--- src/rtl/smul_pkg.sv ---
package smul_pkg;

    typedef enum logic [0:0] {
        ST_IDLE = 1'b0,
        ST_RUN  = 1'b1
    } smul_state_e;

    // Per-cycle controls from the sequencer to the datapath.
    typedef struct packed {
        logic load;   // capture operands, clear accumulator
        logic step;   // consume one multiplier bit
        logic last;   // this step consumes the negatively weighted top bit
    } smul_ctl_t;

    // Action chosen for one partial product.
    typedef enum logic [1:0] {
        PP_ZERO = 2'd0,
        PP_ADD  = 2'd1,
        PP_SUB  = 2'd2
    } smul_pp_e;

    function automatic smul_pp_e pp_action(input logic bit_set, input logic top_step);
        if (!bit_set)
            return PP_ZERO;
        return top_step ? PP_SUB : PP_ADD;
    endfunction

endpackage

--- src/rtl/smul_ctrl.sv ---
module smul_ctrl
    import smul_pkg::*;
#(
    parameter int WIDTH = 4
) (
    input  logic      clk,
    input  logic      rst,
    input  logic      start_i,
    output smul_ctl_t ctl_o,
    output logic      busy_o,
    output logic      done_o
);
    localparam int CW = (WIDTH > 1) ? $clog2(WIDTH) : 1;
    localparam logic [CW-1:0] LAST_IDX = CW'(WIDTH - 1);

    smul_state_e   state_q;
    logic [CW-1:0] idx_q;
    logic          done_q;

    always_comb begin
        ctl_o.load = (state_q == ST_IDLE) && start_i;
        ctl_o.step = (state_q == ST_RUN);
        ctl_o.last = (state_q == ST_RUN) && (idx_q == LAST_IDX);
    end

    always_ff @(posedge clk) begin
        if (rst) begin
            state_q <= ST_IDLE;
            idx_q   <= '0;
            done_q  <= 1'b0;
        end else begin
            done_q <= 1'b0;
            case (state_q)
                ST_IDLE: begin
                    if (start_i) begin
                        state_q <= ST_RUN;
                        idx_q   <= '0;
                    end
                end
                ST_RUN: begin
                    if (idx_q == LAST_IDX) begin
                        state_q <= ST_IDLE;
                        done_q  <= 1'b1;
                    end else begin
                        idx_q <= idx_q + 1'b1;
                    end
                end
                default: state_q <= ST_IDLE;
            endcase
        end
    end

    assign busy_o = (state_q == ST_RUN);
    assign done_o = done_q;

    // Checker-side count of busy cycles, used to bound the busy window.
    int unsigned busy_run_q;
    always_ff @(posedge clk) begin
        if (rst)          busy_run_q <= 0;
        else if (busy_o)  busy_run_q <= busy_run_q + 1;
        else              busy_run_q <= 0;
    end

    p_start_busy_r2: assert property (@(posedge clk) disable iff (rst)
        (start_i && !busy_o) |=> busy_o);

    p_busy_len_r3: assert property (@(posedge clk) disable iff (rst)
        busy_o |-> (busy_run_q < WIDTH));

    p_done_after_busy_r3: assert property (@(posedge clk) disable iff (rst)
        $fell(busy_o) |-> done_o);

    p_done_pulse_r4: assert property (@(posedge clk) disable iff (rst)
        done_o |=> !done_o);

    p_done_not_busy_r4: assert property (@(posedge clk) disable iff (rst)
        done_o |-> !busy_o);

    p_busy_hold_r7: assert property (@(posedge clk) disable iff (rst)
        (busy_o && !done_o && $past(busy_o) && !ctl_o.last) |=> busy_o);

endmodule

--- src/rtl/smul_pp_sel.sv ---
module smul_pp_sel
    import smul_pkg::*;
#(
    parameter int PW = 8
) (
    input  logic [PW-1:0] mcand_i,
    input  logic          bit_i,
    input  logic          top_i,
    output logic [PW-1:0] addend_o
);
    smul_pp_e act;

    always_comb begin
        act = pp_action(bit_i, top_i);
        unique case (act)
            PP_ADD:  addend_o = mcand_i;
            PP_SUB:  addend_o = (~mcand_i) + 1'b1;
            default: addend_o = '0;
        endcase
    end

endmodule

--- src/rtl/smul_datapath.sv ---
module smul_datapath
    import smul_pkg::*;
#(
    parameter int WIDTH = 4
) (
    input  logic                 clk,
    input  logic                 rst,
    input  smul_ctl_t            ctl_i,
    input  logic [WIDTH-1:0]     a_i,
    input  logic [WIDTH-1:0]     b_i,
    output logic [2*WIDTH-1:0]   product_o
);
    localparam int PW = 2 * WIDTH;

    logic [PW-1:0]    mcand_q;   // sign-extended, shifted to current weight
    logic [WIDTH-1:0] mplier_q;  // remaining multiplier bits, LSB next
    logic [PW-1:0]    acc_q;
    logic [PW-1:0]    prod_q;
    logic [PW-1:0]    addend;
    logic [PW:0]      sum_full;  // one extra bit holds the discarded carry
    logic [PW-1:0]    sum;

    smul_pp_sel #(.PW(PW)) u_pp (
        .mcand_i  (mcand_q),
        .bit_i    (mplier_q[0]),
        .top_i    (ctl_i.last),
        .addend_o (addend)
    );

    always_comb begin
        sum_full = {1'b0, acc_q} + {1'b0, addend};
        sum      = sum_full[PW-1:0];
    end

    always_ff @(posedge clk) begin
        if (rst) begin
            mcand_q  <= '0;
            mplier_q <= '0;
            acc_q    <= '0;
            prod_q   <= '0;
        end else if (ctl_i.load) begin
            mcand_q  <= {{WIDTH{a_i[WIDTH-1]}}, a_i};
            mplier_q <= b_i;
            acc_q    <= '0;
        end else if (ctl_i.step) begin
            acc_q    <= sum;
            mcand_q  <= mcand_q << 1;
            mplier_q <= mplier_q >> 1;
            if (ctl_i.last)
                prod_q <= sum;
        end
    end

    assign product_o = prod_q;

    p_acc_clear_r2: assert property (@(posedge clk) disable iff (rst)
        ctl_i.load |=> (acc_q == '0));

    p_prod_hold_r8: assert property (@(posedge clk) disable iff (rst)
        !$past(ctl_i.last) |-> $stable(prod_q));

    p_ops_frozen_r7: assert property (@(posedge clk) disable iff (rst)
        (ctl_i.step && !ctl_i.last) |=> (mcand_q == ($past(mcand_q) << 1)));

endmodule

--- src/rtl/seq_smul.sv ---
module seq_smul
    import smul_pkg::*;
#(
    parameter int WIDTH = 4
) (
    input  logic                 clk,
    input  logic                 rst,
    input  logic                 start_i,
    input  logic [WIDTH-1:0]     a_i,
    input  logic [WIDTH-1:0]     b_i,
    output logic                 busy_o,
    output logic                 done_o,
    output logic [2*WIDTH-1:0]   product_o
);
    smul_ctl_t ctl;

    initial begin
        if (WIDTH < 2 || WIDTH > 16)
            $error("seq_smul: WIDTH must lie in 2..16");
    end

    smul_ctrl #(.WIDTH(WIDTH)) u_ctrl (
        .clk     (clk),
        .rst     (rst),
        .start_i (start_i),
        .ctl_o   (ctl),
        .busy_o  (busy_o),
        .done_o  (done_o)
    );

    smul_datapath #(.WIDTH(WIDTH)) u_dp (
        .clk       (clk),
        .rst       (rst),
        .ctl_i     (ctl),
        .a_i       (a_i),
        .b_i       (b_i),
        .product_o (product_o)
    );

    p_out_hold_r8: assert property (@(posedge clk) disable iff (rst)
        !done_o |-> $stable(product_o));

endmodule

--- config.mk ---
export PLATFORM = sky130hd
export DESIGN_NAME = seq_smul
export DESIGN_NICKNAME = d
export VERILOG_FILES = /design/src/rtl/smul_pkg.sv /design/src/rtl/smul_ctrl.sv /design/src/rtl/smul_pp_sel.sv /design/src/rtl/smul_datapath.sv /design/src/rtl/seq_smul.sv
export SDC_FILE = /design/constraint.sdc
export NUM_CORES = 1
export LEC_CHECK = 0
export BUFFER_PORTS_ARGS = -buffer_cell sky130_fd_sc_hd__buf_2
export CAP_MARGIN = 10
export CORE_MARGIN = 1
export CORE_UTILIZATION = 52
export DETAILED_ROUTE_END_ITERATION = 16
export PLACE_DENSITY_LB_ADDON = 0.08
export SLEW_MARGIN = 5
export SYNTH_ARGS = -nofsm -noshare
export SYNTH_HDL_FRONTEND = slang
export SYNTH_SLANG_ARGS = --single-unit
--- constraint.sdc ---
create_clock -name clk -period 2.74 [get_ports clk]
set_input_delay 0.274 -clock clk [delete_from_list [all_inputs] [get_ports clk]]
set_output_delay 0.274 -clock clk [all_outputs]
set_load 0.03 [all_outputs]
# Word-level counts from Yosys, hierarchy flattened
# Cells that the tools add are included.
[totals]
wordCells = 39
inputBits = 11
ff_bits = 32
[classes]
eq_ne = 5
bitwise_logic = 3
addsub = 3
n_mux = 14
reduce_logical = 7
[op_table]
columns = ["cell", "n"]
rows = [
  ["8-bit 2-to-1 mux", 2],
  ["8-bit case mux with 2 select lines", 1],
  ["8-bit by 1-bit adder with 8-bit output, second input constant", 1],
  ["8-bit adder", 1],
  ["2-bit 2-to-1 mux", 4],
  ["4-bit 2-to-1 mux", 2],
  ["8-bit inverter", 1],
  ["2-bit == test, second input constant", 2],
  ["2-bit inequality test, second input constant", 2],
  ["2-bit case mux with 2 select lines", 1],
  ["2-bit OR reduction", 2],
  ["1-bit 2-to-1 mux", 3],
  ["3-bit AND reduction", 1],
  ["2-bit by 1-bit adder with 2-bit output, second input constant", 1],
  ["2-bit by 1-bit == test with 1-bit output, second input constant", 1],
  ["1-bit logical AND", 2],
  ["1-bit inverter", 2],
  ["1-bit case mux with 2 select lines", 1],
  ["2-bit AND reduction", 1],
  ["2-bit nonzero test", 1],
]

# Longest topological paths before layout
[depth]
ltp_word = 7
ltp_mapped = 14
depth_no_buf = 13

# Modules after synthesis
# From an unflattened synthesis, not the netlist that was laid out.
[unflattened]
hier_cells = 215
area_unflattened_um2 = 1861.8
[by_module_without_submodules]
columns = ["module", "area_per_inst_um2", "n_inst", "cells_per_inst"]
rows = [
  ["smul_datapath", 1471.4, 1, 163],
  ["smul_ctrl", 195.2, 1, 20],
  ["smul_pp_sel", 195.2, 1, 32],
]

# Least setup slack after synthesis
# Ideal clock, no wire load.
[synth_timing]
kind = "register -> register"
startpoint = "register u_ctrl.state_q, in the netlist u_ctrl.busy_o"
endpoint = "register u_dp.acc_q[7]"
synth_period_minus_slack_ps = 2909
t_arrival_ps = 2792
path_stages_with_launch = 15
slack_ps = -169
path_cell_list = "dfxtp_1 -> buf_4 -> inv_2 -> nor2_1 -> clkbuf_1 -> o31ai_1 -> xnor2_1 -> and2_1 -> ha_1 -> o211ai_1 -> o211ai_1 -> o21ai_1 -> xnor2_1 -> a211oi_2 -> a41o_1"
[synth_between]
elab_chain_len = 6
[synth_rtl]
columns = ["element", "line", "source"]
rows = [
  ["from (decl)", "smul_ctrl.sv:16", "smul_state_e state_q;"],
  ["from (signal assigned)", "smul_ctrl.sv:28", "state_q <= ST_IDLE;"],
  ["from (signal assigned)", "smul_ctrl.sv:36", "state_q <= ST_RUN;"],
  ["from (signal assigned)", "smul_ctrl.sv:42", "state_q <= ST_IDLE;"],
  ["1-bit logical AND", "smul_ctrl.sv:23", "ctl_o.last = (state_q == ST_RUN) && (idx_q == LAST_IDX);"],
  ["2-bit 2-to-1 mux (2 in a row)", "smul_pkg.sv:25", "return top_step ? PP_SUB : PP_ADD;"],
  ["2-bit == test or 2-bit by 1-bit == test with 1-bit output (tied branches)", "smul_pp_sel.sv:15", "unique case (act)"],
  ["8-bit case mux with 2 select lines", "smul_pp_sel.sv:15", ""],
  ["8-bit adder", "smul_datapath.sv:31", "sum_full = {1'b0, acc_q} + {1'b0, addend};"],
  ["to (signal assigned)", "smul_datapath.sv:46", "acc_q <= sum;"],
  ["to (decl)", "smul_datapath.sv:17", "logic [PW-1:0] acc_q;"],
]
# Several ways; a longest one is shown, not always the timed one.
# A chain may end at the register's enable or synchronous reset.

# Worst setup path in the final report
[layout_timing]
startpoint = "register u_ctrl.idx_q[0]"
endpoint = "register u_dp.acc_q[7]"
[layout_between]
elab_chain_len = 7
[layout_rtl]
columns = ["element", "line", "source"]
rows = [
  ["from (decl)", "smul_ctrl.sv:17", "logic [CW-1:0] idx_q;"],
  ["from (signal assigned)", "smul_ctrl.sv:45", "idx_q <= idx_q + 1'b1;"],
  ["2-bit == test *", "smul_ctrl.sv:23", ""],
  ["1-bit logical AND *", "smul_ctrl.sv:23", ""],
  ["2-bit 2-to-1 mux * (2 in a row)", "smul_pkg.sv:25", ""],
  ["2-bit == test or 2-bit by 1-bit == test with 1-bit output (tied branches)", "smul_pp_sel.sv:15", ""],
  ["8-bit case mux with 2 select lines *", "smul_pp_sel.sv:15", ""],
  ["8-bit adder *", "smul_datapath.sv:31", ""],
]
# Every way passes the cells marked *; elsewhere a longest branch is shown, timed or not.

==> impl_summary.txt <==
----------------------------------------------------
[STA]
  Final count of hold timing violations ... 0
  Fin. max-slew vios ... 0
  Transition time at the pin with the least slew margin ... around 0.52 ns
  Worst slew margin relative to its limit ... 65.0%
  Unrepaired setup endpoints after global routing ... true
  Upper clock frequency limit ... between 0.3 and 0.4 GHz
  Clock period minus worst slack ... roughly 2.6 ns
  Clock Skews ... approximately 0.0081 ns
  Post-route worst hold slack ... 0.231 ns
  Setup violators final ... 0
  Period utilization ... around 96%

[Floorplan]
  Io pins ... 21
  Starting Density ... a little under three fifths
  Placeable core region ... 3130 sq um
  Die height ... ~60 um
  Die Wd ... 60.3 um
  Site row count ... 20
  Full die area ... 3640 sq um

[Place]
  Port Buffers ... 20
  Routability congestion estimate from global placement ... about 0.81
  Standard cell area after detailed placement ... 1920 sq um
  DP Wirelength ... between 2000 and 3000 um

[Synth]
  Count of unique library cells instantiated by Yosys ... 43
  Flops & latches, synth ... 32
  Number of flops mapped to enable cells by yosys ... 0
  Post-synth ARST share ... 0%
  Fraction of the yosys area taken by sequential cells ... between 30% and 40%
  Count of synthesis-stage warnings from yosys ... 0
  Cell Area, Synth ... about 1800 sq um
  Synth Flop Type ... sky130_fd_sc_hd__dfxtp_1
  Gate count of the mapped netlist ... 210
  Post-synthesis net count ... around 230
  Average cell area after synthesis ... about 8.4 sq um

[Finish]
  Area growth from synthesis to layout ... 14.4%
  Area of the multi-input gates ... 1070 sq um
  Count of nets after finishing ... about 250
  Share of cells above drive strength 1 ... about a fifth
  Sequential cell area ... about 650 sq um
  End-of-flow core utilization ... between 60% and 70%
  Post-route cell area ... a little over 2000 sq um
  Layout filler cell count ... 267
  Number of diodes ... 0

[Setup path]
  Signal arrival time at the worst endpoint ... about 2.9 ns
  Maximum fanout along the worst path ... 3
  Startpoint of the most critical register-to-register path ... u_ctrl.idx_q[0]
  Kind of end point of the critical path ... flip-flop
  Sort of element at the start of the critical path ... flip-flop
  Worst setup startpoint ... u_ctrl.idx_q[0]
  Crit path kind ... flip-flop to flip-flop
  Critical path data required time ... approximately 3 ns

[Routing]
  Number of vias after detailed routing ... approximately 1.5k
  DRC violation count after routing ... 0
  Total wire length after detailed routing ... 3600 um
  Drt first pass iters ... 4
  Vias per std cell ... approximately 5.5
  Remaining antenna violation count ... 0
  DR WL/cell ... 13.0 um
  First DRT Iteration DRCs ... 66

[Clock network]
  Clock latency at the later pin of the worst-skew pair ... around 0.32 ns
  Root cell of the clock tree ... sky130_fd_sc_hd__clkbuf_4
  TritonCTS clock tree ... built
  Clock buffers created by TritonCTS ... 5
  Reg clk slew, reported paths ... ~0.1 ns
  Cts hold-fix bufs ... 0
  H-Tree Depth ... 2
  CTS max path bufs ... 2
  Post-CTS setup repair buffer count ... 0
  Number of clock sinks ... 32

[Outcome]
  Run status ... finished, final reports clean

[Hold path]
  Startpoint of the worst hold path ... a_i[0]
  Type of the tightest min-delay check ... input port to flip-flop

[GRT]
  Initial antenna violation count ... 0
  Largest net degree at the start of global routing ... 30
  Via count of the first global-routing pass ... approximately 1.4k
  First-pass GRT wire length ... around 6200 um
  GR Overflow Total ... 0
  Total routing resource utilization after global routing ... a little under a quarter

[Power and ir drop]
  Power per cell area ... 474 nW/um^2
  Maximum resistive drop on vdd ... ~0.29 mV
  Final Total Pwr ... around 0.96 mW
  Leakage ... 0.868 nW

[Job]
  Total of max-cap violations ... 0

----------------------------------------------------
==> per-stage QoR <==
stage          TNS [ns]  instances  setup WS [ns]
5_1_grt         -0.0421        276        -0.0421
3_3_place_gp          0        268          0.105
3_5_place_dp    -0.0134        268        -0.0134
2_1_floorplan         0        210         0.0664
4_1_cts               0        276         0.0453
6_report              0        276          0.106
==> cells in the mapped netlist, drive strengths merged, types with 2 or more instances <==
master | count | share of area (%)
nand3 | 2 | 0.57
a21o | 2 | 0.85
a211oi | 7 | 3.3
nand2 | 16 | 3.5
and2 | 5 | 1.8
inv | 10 | 2.1
xnor2 | 7 | 3.5
a21oi | 25 | 7.3
xor2 | 3 | 1.5
o21ai | 8 | 2.3
nor4b | 3 | 1.5
nor2b | 2 | 0.71
a21boi | 2 | 0.85
ha | 9 | 6.4
nor3 | 4 | 1.1
clkbuf | 8 | 1.7
mux2i | 13 | 7.4
o211ai | 2 | 0.85
nand2b | 6 | 2.1
buf | 3 | 0.92
dfxtp | 32 | 36
nor3b | 2 | 0.85
nor2 | 26 | 5.5
==> layer usage <==
layer	routed length, um	global-route usage (%)	up-vias
met5	0	0	-
met4	41	11.0	0
met3	100	6.40	6
li1	-	-	780
met1	1690	28.1	698
met2	1770	38.3	25
==> path summary, 6_finish.rpt <==
path | end | slack [ns] | cells past startpoint
setup / recovery | u_dp.acc_q[7] | 0.11 | 13
hold / removal | u_dp.mcand_q[0] | 0.23 | 3
setup reg to reg | u_dp.acc_q[7] | 0.11 | 13
hold reg to reg | u_dp.product_o[4] | 0.46 | 2
==> state kept, by name, indices dropped and copies added, names as in the netlist <==
| name | cells |
|---|---|
| u_dp.acc_q | 8 |
| u_dp.mcand_q | 8 |
| u_dp.product_o | 8 |
| u_dp.mplier_q | 4 |
| u_ctrl.idx_q | 2 |
| u_ctrl.busy_o | 1 |
| u_ctrl.done_o | 1 |
==> cells by family (layout without fill, tap and decap cells) <==
group,Yosys count,in the layout,share of synthesized area (%)
AO/OA/AOI/OAI,53,53,18.7
flip-flops,32,32,36.2
XOR/XNOR,10,10,4.95
AND/OR/NAND/NOR,71,71,20.6
adder cells (fa/ha/maj),10,10,7.50
buffers and inverters,21,43,4.74
multiplexers,13,13,7.35
==> worst max-delay path, cell delays in order, from the launching register on <==
cell and delay (ns):
sky130_fd_sc_hd__dfxtp_2 0.36, sky130_fd_sc_hd__ha_2 0.21, sky130_fd_sc_hd__inv_1 0.07, sky130_fd_sc_hd__nor2_1 0.17
sky130_fd_sc_hd__o31ai_1 0.12, sky130_fd_sc_hd__xnor2_1 0.13, sky130_fd_sc_hd__and2_1 0.16, sky130_fd_sc_hd__ha_1 0.31
sky130_fd_sc_hd__o211ai_1 0.13, sky130_fd_sc_hd__o211ai_1 0.22, sky130_fd_sc_hd__o21ai_2 0.11, sky130_fd_sc_hd__xnor2_2 0.23
sky130_fd_sc_hd__a211oi_2 0.10, sky130_fd_sc_hd__a41o_1 0.21
==> power breakdown <==
part           internal [mW]  switching (mW)  leakage (nW)
combinational         0.0483          0.0645         0.565
sequential             0.481          0.0179         0.262
clock                  0.191           0.157        0.0422
==> area by class of cell <==
type / instances / share of cell area [%]
multi-input combinational: 157 / 52.9
sequential: 32 / 31.9
timing repair buffer: 25 / 6.80
tap: 44 / 2.72
clock buffer: 6 / 2.04
inverter: 10 / 1.86
clock inverter: 2 / 1.73
==> cells in the final DEF (no fill, tap or decap), types with 3 or more instances in the layout <==
cell / n
sky130_fd_sc_hd__a211oi_1: 5
sky130_fd_sc_hd__a21oi_1: 24
sky130_fd_sc_hd__and2_1: 5
sky130_fd_sc_hd__buf_2: 20
sky130_fd_sc_hd__buf_4: 5
sky130_fd_sc_hd__clkbuf_4: 5
sky130_fd_sc_hd__dfxtp_1: 28
sky130_fd_sc_hd__dfxtp_2: 4
sky130_fd_sc_hd__ha_1: 8
sky130_fd_sc_hd__inv_1: 9
sky130_fd_sc_hd__mux2i_1: 13
sky130_fd_sc_hd__nand2_1: 15
sky130_fd_sc_hd__nand2b_1: 6
sky130_fd_sc_hd__nor2_1: 26
sky130_fd_sc_hd__nor3_1: 4
sky130_fd_sc_hd__nor4b_1: 3
sky130_fd_sc_hd__o21ai_1: 4
sky130_fd_sc_hd__xnor2_1: 6
sky130_fd_sc_hd__xor2_1: 3
==> repair_timing <==
item / in CTS / in global routing
resized for setup: 1 / 8
setup endpoints to repair: 1 / 4
endpoints found under the hold margin: 0 / 0
pin swaps: 0 / 2
No activity file was read; power rests on OpenSTA's default activity.
